### config.mk
export PLATFORM = sky130hd
export DESIGN_NAME = tile_addr_gen
export DESIGN_NICKNAME = d
export VERILOG_FILES = /design/src/rtl/tile_addr_pkg.sv /design/src/rtl/tile_addr_front.sv /design/src/rtl/tile_addr_geom.sv /design/src/rtl/tile_addr_swz.sv /design/src/rtl/tile_addr_gen.sv
export SDC_FILE = /design/constraint.sdc
export NUM_CORES = 1
export LEC_CHECK = 0
export ABC_AREA = 1
export CAP_MARGIN = 0
export CORE_MARGIN = 1.5
export CORE_UTILIZATION = 45
export CTS_BUF_LIST = sky130_fd_sc_hd__clkbuf_8 sky130_fd_sc_hd__clkbuf_16
export CTS_CLUSTER_DIAMETER = 150
export DETAILED_ROUTE_END_ITERATION = 10
export DONT_BUFFER_PORTS = 1
export SLEW_MARGIN = 20
export SYNTH_ARGS = -nofsm -noshare
export SYNTH_HDL_FRONTEND = slang
export SYNTH_SLANG_ARGS = --single-unit
export TNS_END_PERCENT = 5
### constraint.sdc
create_clock -name clk -period 6.57 [get_ports clk]
set_input_delay 1.314 -clock clk [delete_from_list [all_inputs] [get_ports clk]]
set_output_delay 1.314 -clock clk [all_outputs]
set_load 0.05 [all_outputs]
### src/rtl/tile_addr_pkg.sv
package tile_addr_pkg;
  localparam logic [1:0] LAYOUT_LINEAR = 2'd0;
  localparam logic [1:0] LAYOUT_WIDE   = 2'd1;
  localparam logic [1:0] LAYOUT_TALL   = 2'd2;

  localparam logic [2:0] SWZ_NONE   = 3'd0;
  localparam logic [2:0] SWZ_B9     = 3'd1;
  localparam logic [2:0] SWZ_B9_10  = 3'd2;
  localparam logic [2:0] SWZ_B9_11  = 3'd3;
  localparam logic [2:0] SWZ_B9_ALL = 3'd4;

  localparam int TILE_LG = 12;

  typedef struct packed {
    logic [1:0] layout;
    logic [2:0] swz;
    logic       err;
  } req_mode_t;
endpackage

### src/rtl/tile_addr_front.sv
module tile_addr_front
  import tile_addr_pkg::*;
#(
  parameter int COORD_W = 14,
  parameter int PITCH_W = 14,
  localparam int XB_W = COORD_W + 2,
  localparam int RB_W = PITCH_W + 2
) (
  input  logic [COORD_W-1:0] x,
  input  logic [PITCH_W-1:0] pitch,
  input  logic [1:0]         bpp,
  input  logic [1:0]         layout,
  input  logic [2:0]         swz,
  output logic [XB_W-1:0]    xbyte,
  output logic [RB_W-1:0]    rowbytes,
  output logic               bad
);
  always_comb begin
    xbyte    = {2'b00, x} << bpp;
    rowbytes = {2'b00, pitch} << bpp;
    bad      = (bpp == 2'd3) || (layout == 2'd3) || (swz > SWZ_B9_ALL);
  end
endmodule

### src/rtl/tile_addr_geom.sv
module tile_addr_geom
  import tile_addr_pkg::*;
#(
  parameter int XB_W     = 16,
  parameter int Y_W      = 14,
  parameter int RB_W     = 16,
  parameter int OFF_W    = 32,
  parameter int SPAN_LG  = 9,
  parameter int ROWS_LG  = 3,
  parameter int BLOCK_LG = 0
) (
  input  logic [XB_W-1:0]    xbyte,
  input  logic [Y_W-1:0]     y,
  input  logic [RB_W-1:0]    rowbytes,
  output logic [TILE_LG-1:0] intile,
  output logic [OFF_W-1:0]   base
);
  logic [OFF_W-1:0] col_idx, row_idx, stride;

  always_comb begin
    col_idx = OFF_W'(xbyte >> SPAN_LG);
    row_idx = OFF_W'(y >> ROWS_LG);
    stride  = OFF_W'(rowbytes) << ROWS_LG;
    base    = (col_idx << TILE_LG) + row_idx * stride;
  end

  generate
    if (BLOCK_LG == 0) begin : g_row_major
      assign intile = {y[ROWS_LG-1:0], xbyte[SPAN_LG-1:0]};
    end else begin : g_col_blocks
      assign intile = {xbyte[SPAN_LG-1:BLOCK_LG], y[ROWS_LG-1:0],
                       xbyte[BLOCK_LG-1:0]};
    end
  endgenerate
endmodule

### src/rtl/tile_addr_swz.sv
module tile_addr_swz
  import tile_addr_pkg::*;
(
  input  logic [TILE_LG-1:0] din,
  input  logic [2:0]         swz,
  output logic [TILE_LG-1:0] dout
);
  logic flip;

  always_comb begin
    unique case (swz)
      SWZ_B9:     flip = din[9];
      SWZ_B9_10:  flip = din[9] ^ din[10];
      SWZ_B9_11:  flip = din[9] ^ din[11];
      SWZ_B9_ALL: flip = din[9] ^ din[10] ^ din[11];
      default:    flip = 1'b0;
    endcase
    dout    = din;
    dout[6] = din[6] ^ flip;
  end
endmodule

### src/rtl/tile_addr_gen.sv
module tile_addr_gen
  import tile_addr_pkg::*;
#(
  parameter int COORD_W = 14,
  parameter int PITCH_W = 14,
  parameter int OFF_W   = 32
) (
  input  logic               clk,
  input  logic               rst,
  input  logic               in_valid,
  output logic               in_ready,
  input  logic [COORD_W-1:0] in_x,
  input  logic [COORD_W-1:0] in_y,
  input  logic [PITCH_W-1:0] in_pitch,
  input  logic [1:0]         in_bpp,
  input  logic [1:0]         in_layout,
  input  logic [2:0]         in_swz,
  output logic               out_valid,
  input  logic               out_ready,
  output logic [OFF_W-1:0]   out_off,
  output logic               out_err
);
  localparam int XB_W = COORD_W + 2;
  localparam int RB_W = PITCH_W + 2;

  logic [XB_W-1:0]    f_xbyte;
  logic [RB_W-1:0]    f_rowbytes;
  logic               f_bad;

  logic               s1_valid;
  logic [XB_W-1:0]    s1_xbyte;
  logic [COORD_W-1:0] s1_y;
  logic [RB_W-1:0]    s1_rowbytes;
  req_mode_t          s1_mode;

  logic               adv2;
  logic [TILE_LG-1:0] wide_in, tall_in, wide_sw, tall_sw;
  logic [OFF_W-1:0]   wide_base, tall_base, lin_off, next_off;

  tile_addr_front #(.COORD_W(COORD_W), .PITCH_W(PITCH_W)) u_front (
    .x(in_x), .pitch(in_pitch), .bpp(in_bpp), .layout(in_layout),
    .swz(in_swz), .xbyte(f_xbyte), .rowbytes(f_rowbytes), .bad(f_bad)
  );

  assign adv2     = !out_valid || out_ready;
  assign in_ready = !s1_valid || adv2;

  always_ff @(posedge clk) begin
    if (rst) begin
      s1_valid <= 1'b0;
    end else if (in_ready) begin
      s1_valid <= in_valid;
    end
    if (in_ready && in_valid) begin
      s1_xbyte    <= f_xbyte;
      s1_y        <= in_y;
      s1_rowbytes <= f_rowbytes;
      s1_mode     <= '{layout: in_layout, swz: in_swz, err: f_bad};
    end
  end

  tile_addr_geom #(.XB_W(XB_W), .Y_W(COORD_W), .RB_W(RB_W), .OFF_W(OFF_W),
                   .SPAN_LG(9), .ROWS_LG(3), .BLOCK_LG(0)) u_wide (
    .xbyte(s1_xbyte), .y(s1_y), .rowbytes(s1_rowbytes),
    .intile(wide_in), .base(wide_base)
  );

  tile_addr_geom #(.XB_W(XB_W), .Y_W(COORD_W), .RB_W(RB_W), .OFF_W(OFF_W),
                   .SPAN_LG(7), .ROWS_LG(5), .BLOCK_LG(4)) u_tall (
    .xbyte(s1_xbyte), .y(s1_y), .rowbytes(s1_rowbytes),
    .intile(tall_in), .base(tall_base)
  );

  tile_addr_swz u_swz_wide (.din(wide_in), .swz(s1_mode.swz), .dout(wide_sw));
  tile_addr_swz u_swz_tall (.din(tall_in), .swz(s1_mode.swz), .dout(tall_sw));

  always_comb begin
    lin_off = OFF_W'(s1_y) * OFF_W'(s1_rowbytes) + OFF_W'(s1_xbyte);
    if (s1_mode.err) begin
      next_off = '0;
    end else begin
      unique case (s1_mode.layout)
        LAYOUT_WIDE: next_off = wide_base + OFF_W'(wide_sw);
        LAYOUT_TALL: next_off = tall_base + OFF_W'(tall_sw);
        default:     next_off = lin_off;
      endcase
    end
  end

  always_ff @(posedge clk) begin
    if (rst) begin
      out_valid <= 1'b0;
      out_off   <= '0;
      out_err   <= 1'b0;
    end else if (adv2) begin
      out_valid <= s1_valid;
      if (s1_valid) begin
        out_off <= next_off;
        out_err <= s1_mode.err;
      end
    end
  end
endmodule

==> run summary, run 1 <==
The total number of nets in the final design is between 3k and 4k. STA puts the critical path data required time at 6.87 ns. For this run, global-route usage on met1 was measured as 0.368.

In this run the worst path has a maximum fanout of 4. After clock tree synthesis, the clock-pin slew on the worst setup and hold paths is roughly 0.070 ns. The number of pins with negative max-slew slack in the final report came out at 0. For this run, the register share of the synthesized area comes to 0.115. In the synthesized netlist the async set-or-reset flop fraction comes to 0. Once placement completed, the tool counted placed cells totaling 3620. By area the synthesized netlist is led by fa_1 25%, nand2_1 14%, inv_1 13%. The worst setup path is captured at a register. The number of rows created at floorplan came out at between 70 and 80. The worst hold path begins at s1_valid$_SDFFE_PP0N_. The count of unique library cells instantiated by Yosys came out at 48. The number of DRC markers after the initial detailed-route iteration came out at about 1.3k. In the synthesized netlist the dominant register cell turns out to be edfxtp_1. By instance count, the cell type seen most on the critical path is nand2_1. In the global route stage, met3 resource usage came out at 0.0344. The starting utilization of the core area is 0.457.

The quantity of hold-fixing buffers added after cts came out at 0. Setup repair after global routing could not meet its margin everywhere. In the final routed layout, each cell accounts on average for around 17 um. Port buffering added 0 buffers. The maximum number of pins on one net before global-route repair is 53. The met2 capacity usage during global routing came out at 0.525. The number of optimization iterations in the first detailed-route pass is 7. The number of synthesized flops with an enable pin is 52. The ratio of cells with drive above 1 in the final layout came out at 0.187. The clock period minus final worst setup slack is 6.82 ns.

The max-capacitance violation count came out at 0. The final number of setup-violating endpoints is 13. The Yosys step of the flow raised 0 warnings. The root buffer cell is clkbuf_16. The highest-delay cell along the critical path is fa_1.

The worst flop-to-flop path startpoint is s1_rowbytes[5]$_DFFE_PP_. The pin slew with the least headroom to its limit is 0.897 ns. The count of nets left with antenna violations once routing finished came out at 0. The clock tree from TritonCTS is built. For this run, the top clock speed supported by timing is 0.147 GHz. In this run the horizontal extent of the chip is 212 um. The post-route fraction of the period consumed by the critical path is 1.04. The run finished, with violations left.

The setup path with the least slack is of type reg -> reg. The via count of the first global-routing pass came out at 19.3k. The final reports fail on negative setup slack. The final RePlAce weighted congestion came out at 0.969. The synthesized area per cell came out at 6.92 um2. The buffer levels on the longest clock path came out at 2. The HPWL after detailed placement is 54300 um. The clock insertion delay at the later pin of the skew report is 0.37 ns. The wire length of the first global-routing pass is 103000 um.

The highest cell delay on the worst timing path is 0.59 ns. The overall die area is 0.0450 mm2. The I/O pin total came out at 88. The final global-route overflow total came out at 0.

The final hold violation count came out at 0. The number of clock buffers added by TritonCTS is 9. The number of antenna violations at the first check in global routing is 0. The arrival time at the worst endpoint is 7.12 ns. The routed wire length came out at 63800 um. The die span in y came out at roughly 210 um. In this run the worst setup path begins at s1_rowbytes[5]$_DFFE_PP_.

In the routed design, unresolved DRC markers number 0. The count of antenna diodes in the layout is 0. The final non-filler cell total came out at 3714. Across every metal layer, demand over resource in global routing totals 0.298. The TritonCTS sink count came out at 87. The number of vias in the routed layout is around 19k. Using the TritonRoute via totals, the vias-per-cell ratio works out to 5.06.

The total negative slack came out at -2.00 ns. The core footprint is 0.0431 mm2. fa_1 takes more of the synthesized area than any other cell. The headroom to the max-slew limit came out at 0.402. The final critical-path setup slack came out at -0.249 ns. The worst setup path is launched from a register. In this run, synthesis produced a sequential element count of between 80 and 90. The number of levels in the clock H-tree is 3. The share of synthesized area in the top cell type comes to 0.253. The busiest layer in global routing is met2. The worst hold path belongs to the class reg -> reg. The cell area after synthesis is 0.0197 mm2. The layout overhead on the synthesized area is 21.1%. The worst clock skew came out at 0.0125 ns. Counting every net in the synthesized netlist gives 3319.

The number of cells produced by synthesis is 2844.
final cells by class:
class / count / area, um2
inverter: 715 / 2680
clock buffer: 9 / 225
timing repair buffer: 346 / 2680
fill: 4254 / 19300
tap: 585 / 732
multi-input combinational: 1965 / 15200
clock inverter: 7 / 78.8
sequential: 87 / 2260
layer usage:
metal  vias up  share of wire
li1       9181              -
met1      9034           0.42
met2       466           0.49
met3       107          0.043
met4         0          0.044
met5         -              0
kinds of logic after synthesis:
logic type	synth area share
AO/OA/AOI/OAI	0.0879
XOR/XNOR	0.0227
adder cells (fa/ha/maj)	0.364
buffers and inverters	0.151
flip-flops	0.115
multiplexers	0.0112
AND/OR/NAND/NOR	0.248
placed cells by master (no fill, tap or decap), drive strengths merged, types with 23 or more instances in the layout:
| cell type | instances |
|---|---|
| nand2 | 780 |
| dfxtp | 35 |
| edfxtp | 52 |
| a21oi | 146 |
| nand3 | 145 |
| xor2 | 35 |
| fa | 249 |
| inv | 716 |
| o21ai | 113 |
| nor3 | 23 |
| buf | 346 |
| nor2 | 165 |
| ha | 173 |
state kept, by name, indices dropped and copies added, names as in the netlist:
name,flops
out_err,1
s1_valid,1
out_off,32
s1_rowbytes,16
out_valid,1
s1_y,14
s1_mode,6
s1_xbyte,16
path summary, 6_finish.rpt:
check | end | slack, ns | cells past startpoint
setup / recovery | out_off[30]$_SDFFE_PP0P_ | -0.25 | 41
hold / removal | out_err$_SDFFE_PP0P_ | 0.60 | 2
setup reg to reg | out_off[30]$_SDFFE_PP0P_ | -0.25 | 41
hold reg to reg | out_err$_SDFFE_PP0P_ | 0.60 | 2
synthesized netlist by cell type, drive strengths merged (10+ instances only):
| cell type | number |
|---|---|
| inv | 713 |
| mux2i | 22 |
| o21ai | 113 |
| nor2 | 165 |
| edfxtp | 52 |
| nand4 | 21 |
| nor3 | 23 |
| fa | 249 |
| xor2 | 35 |
| xnor2 | 16 |
| a21oi | 146 |
| nand2 | 780 |
| o211ai | 14 |
| or2 | 10 |
| dfxtp | 35 |
| ha | 173 |
| clkbuf | 70 |
| nand3 | 145 |
| a31oi | 10 |
what timing repair did:
item	CTS	global route
gates resized for setup	118	72
setup endpoints to repair	14	16
pin swaps	81	59
setup buffers	67	11
through the flow:
stage / worst slack, ns / cell area [um2] / utilization / hold slack (ns)
5_1_grt: -0.590 / 23800 / 0.553 / 0.626
2_1_floorplan: 0.00250 / 19700 / - / 0.522
3_3_place_gp: -0.479 / 22100 / 0.513 / 0.547
4_1_cts: -0.0850 / 23400 / 0.544 / 0.599
6_report: -0.249 / 23800 / 0.553 / 0.598
3_5_place_dp: -0.523 / 22100 / 0.513 / 0.578
critical path, delay by kind of cell (launching register included):
family / cells / cell delay (ns)
fa+ha+maj: 7 / 3.11
compound gates: 4 / 0.68
buf+inv: 11 / 0.95
simple gates: 18 / 1.44
flops: 1 / 0.39
xor+xnor: 1 / 0.17
Power of run 1 is left out: the tool's default activity adds up to more than one toggle a clock period on the data nets, which glitch-free logic cannot reach.
==> run 2: changes to the inputs <==
==> constraint.sdc (replaced) <==
create_clock -name clk -period 7.05 [get_ports clk]
set_input_delay 1.41 -clock clk [delete_from_list [all_inputs] [get_ports clk]]
set_output_delay 1.41 -clock clk [all_outputs]
set_load 0.05 [all_outputs]
==> run 2 against run 1 <==
Compared with the run above: via count fell by 3.3%; die area unchanged; the run now ends clean; clock skew grew 0.0052 ns; fmax shrank 0.28%; cell count fell by 4.7%.
==> run summary, run 2 (synthesis results as in run 1) <==
Leaving out fill and tap cells, the most frequent cell in the layout is nand2_1. Of all nets on the critical path, the largest fanout is 6. The kind of start point of the critical path is a register. The routed wire length came out at 62300 um.

The total number of nets in the final design is ~3.4k. The cell type with the highest occurrence count on the critical path is nand2_1. The register with the most flip-flops in the final layout is out_off.

In the final timing run, aggregate negative setup slack is 0 ns. The ratio of cells with drive above 1 in the final layout is 0.138. The maximum number of pins on one net before global-route repair is 53.

From left edge to right edge, the die measures 212 um. The TritonCTS sink count came out at 87. The overall die area came out at approximately 0.045 mm2.

The number of buffers created by CTS is 9. For the worst setup path, the data arrival time is a little over 7 ns. The number of pins with negative max-slew slack in the final report came out at 0. In the global route stage, overall resource usage came out at 0.288. The wire length of the first global-routing pass came out at 99500 um. Summing over every cut layer, the via total after detailed routing is approximately 18k. Setup violations remaining at the end of the flow were counted as 0. The cell depth of the worst hold path came out at 2.

In the layout the commonest cells are 711 x nand2_1, 677 x inv_1, 244 x fa_1. The count of buffers added on input and output ports is 0. The worst-case reg-to-reg path depth came out at 42. The endpoint kind of the worst setup timing path is a register. In this run the number of cells on the critical path is 42. The repair_antennas step left the layout with diodes totalling 0.

The clock period could shrink to 6.84 ns. TritonCTS built the clock tree. Measured against its own limit, the worst slew margin works out to 0.386.

The number of design rule violations left after detail routing came out at 0. The flow ran to the end, and the final reports show no timing, DRC or antenna violations. The post-route fraction of the period consumed by the critical path came out at 0.970. The pin slew with the least headroom to its limit came out at approximately 0.9 ns. For the worst-skew pair, the clock arrives at the later sink with an insertion delay of approximately 0.38 ns. The final global-route overflow total is 0. The final hold violation count came out at 0.

Setup repair after global routing could not meet its margin everywhere. The register with the most flip-flops in the layout has 32 of them. For this configuration, the core starts out at a cell density of 0.457. The number of rows created at floorplan is 76. The I/O pin total came out at 88. For this run, the slowest stage of the critical path takes 0.58 ns.

In this run the clock root is driven by a clkbuf_16. The die span in y came out at 212 um. The core region is 0.0431 mm2. In the final layout, the registers with the most flip-flops are out_off x32, s1_rowbytes x16, s1_xbyte x16. By startpoint and endpoint, the worst setup path is classified as reg -> reg. Timing would allow up to 0.146 GHz. The layout overhead on the synthesized area is 14.2%. The post-route antenna net violation count came out at 0. The buffer levels on the longest clock path came out at 2. Max-cap violations in this run came to 0. The final RePlAce weighted congestion is 0.950. The number of antenna violations at the first check in global routing came out at 0. The via count of the first global-routing pass came out at 18.4k. The worst clock skew came out at between 0.015 and 0.02 ns.

The path class of the tightest hold or removal check is reg -> reg. Among cell families on the critical path, the largest total delay comes from adder cells. On the critical path, the stage with the largest delay is an instance of fa_1. The average wire per standard cell came out at 17.6 um. The vias per cell came out at 5.13. The HPWL after detailed placement came out at 53100 um. The number of DRC markers after the initial detailed-route iteration came out at 1071. The clock-pin slew on the worst setup and hold paths is ~0.07 ns. The number of optimization iterations in the first detailed-route pass is 6.

The number of levels in the clock H-tree is 3. The count of buffer and inverter cells on the critical path is 9. The critical path data required time is approximately 7.3 ns.
[run 2: per-stage QoR]
stage | area [um2] | util | setup WS [ns] | hold WS, ns | instances
floorplan | 19700 | - | 0.294 | 0.522 | 2844
global placement | 20900 | 0.486 | 0.0424 | 0.548 | 3463
finish | 22500 | 0.521 | 0.212 | 0.572 | 3540
CTS | 21400 | 0.497 | 0.00255 | 0.559 | 3505
global route | 22500 | 0.521 | -0.107 | 0.603 | 3540
detailed placement | 20900 | 0.486 | -0.0919 | 0.546 | 3463
[run 2: worst paths after layout]
path / to / slack [ns] / startpoint
max: out_off[28]$_SDFFE_PP0P_ / 0.21 / s1_y[6]$_DFFE_PP_
min: out_err$_SDFFE_PP0P_ / 0.57 / s1_valid$_SDFFE_PP0N_
max reg2reg: out_off[28]$_SDFFE_PP0P_ / 0.21 / s1_y[6]$_DFFE_PP_
min reg2reg: out_err$_SDFFE_PP0P_ / 0.57 / s1_valid$_SDFFE_PP0N_
[run 2: area by class of cell]
class	instances	area (um2)
clock inverters	7	63.8
well taps	585	732
inverters	715	2690
multi-input cells	1965	15100
repair buffers	172	1340
flip-flops and latches	87	2260
clock buffers	9	225
fillers	4301	20600
[run 2: worst register-to-register path: cells and delay by family, from the launching register on]
family	cells	cell delay, ns
and+or+nand+nor	23	2.08
buffers and inverters	9	0.63
DFF	1	0.54
AOI/OAI and AO/OA	2	0.10
xor gates and xnor gates	1	0.15
adders and majority gates	7	3.23
[run 2: what timing repair did]
| action | CTS | global route |
|---|---|---|
| pin swaps | 1 | 98 |
| gates resized for setup | 1 | 192 |
| endpoints found under the setup margin | 4 | 13 |
| hold buffers | 0 | 0 |
| setup buffers | 26 | 35 |
[run 2: layer usage]
layer / vias up / track usage / part of all wire
met5: - / 0 / 0
met4: 0 / 0.128 / 0.046
met3: 101 / 0.0267 / 0.040
met2: 461 / 0.506 / 0.49
met1: 8780 / 0.359 / 0.42
li1: 8834 / - / -
Power of run 2 is left out for the same reason.
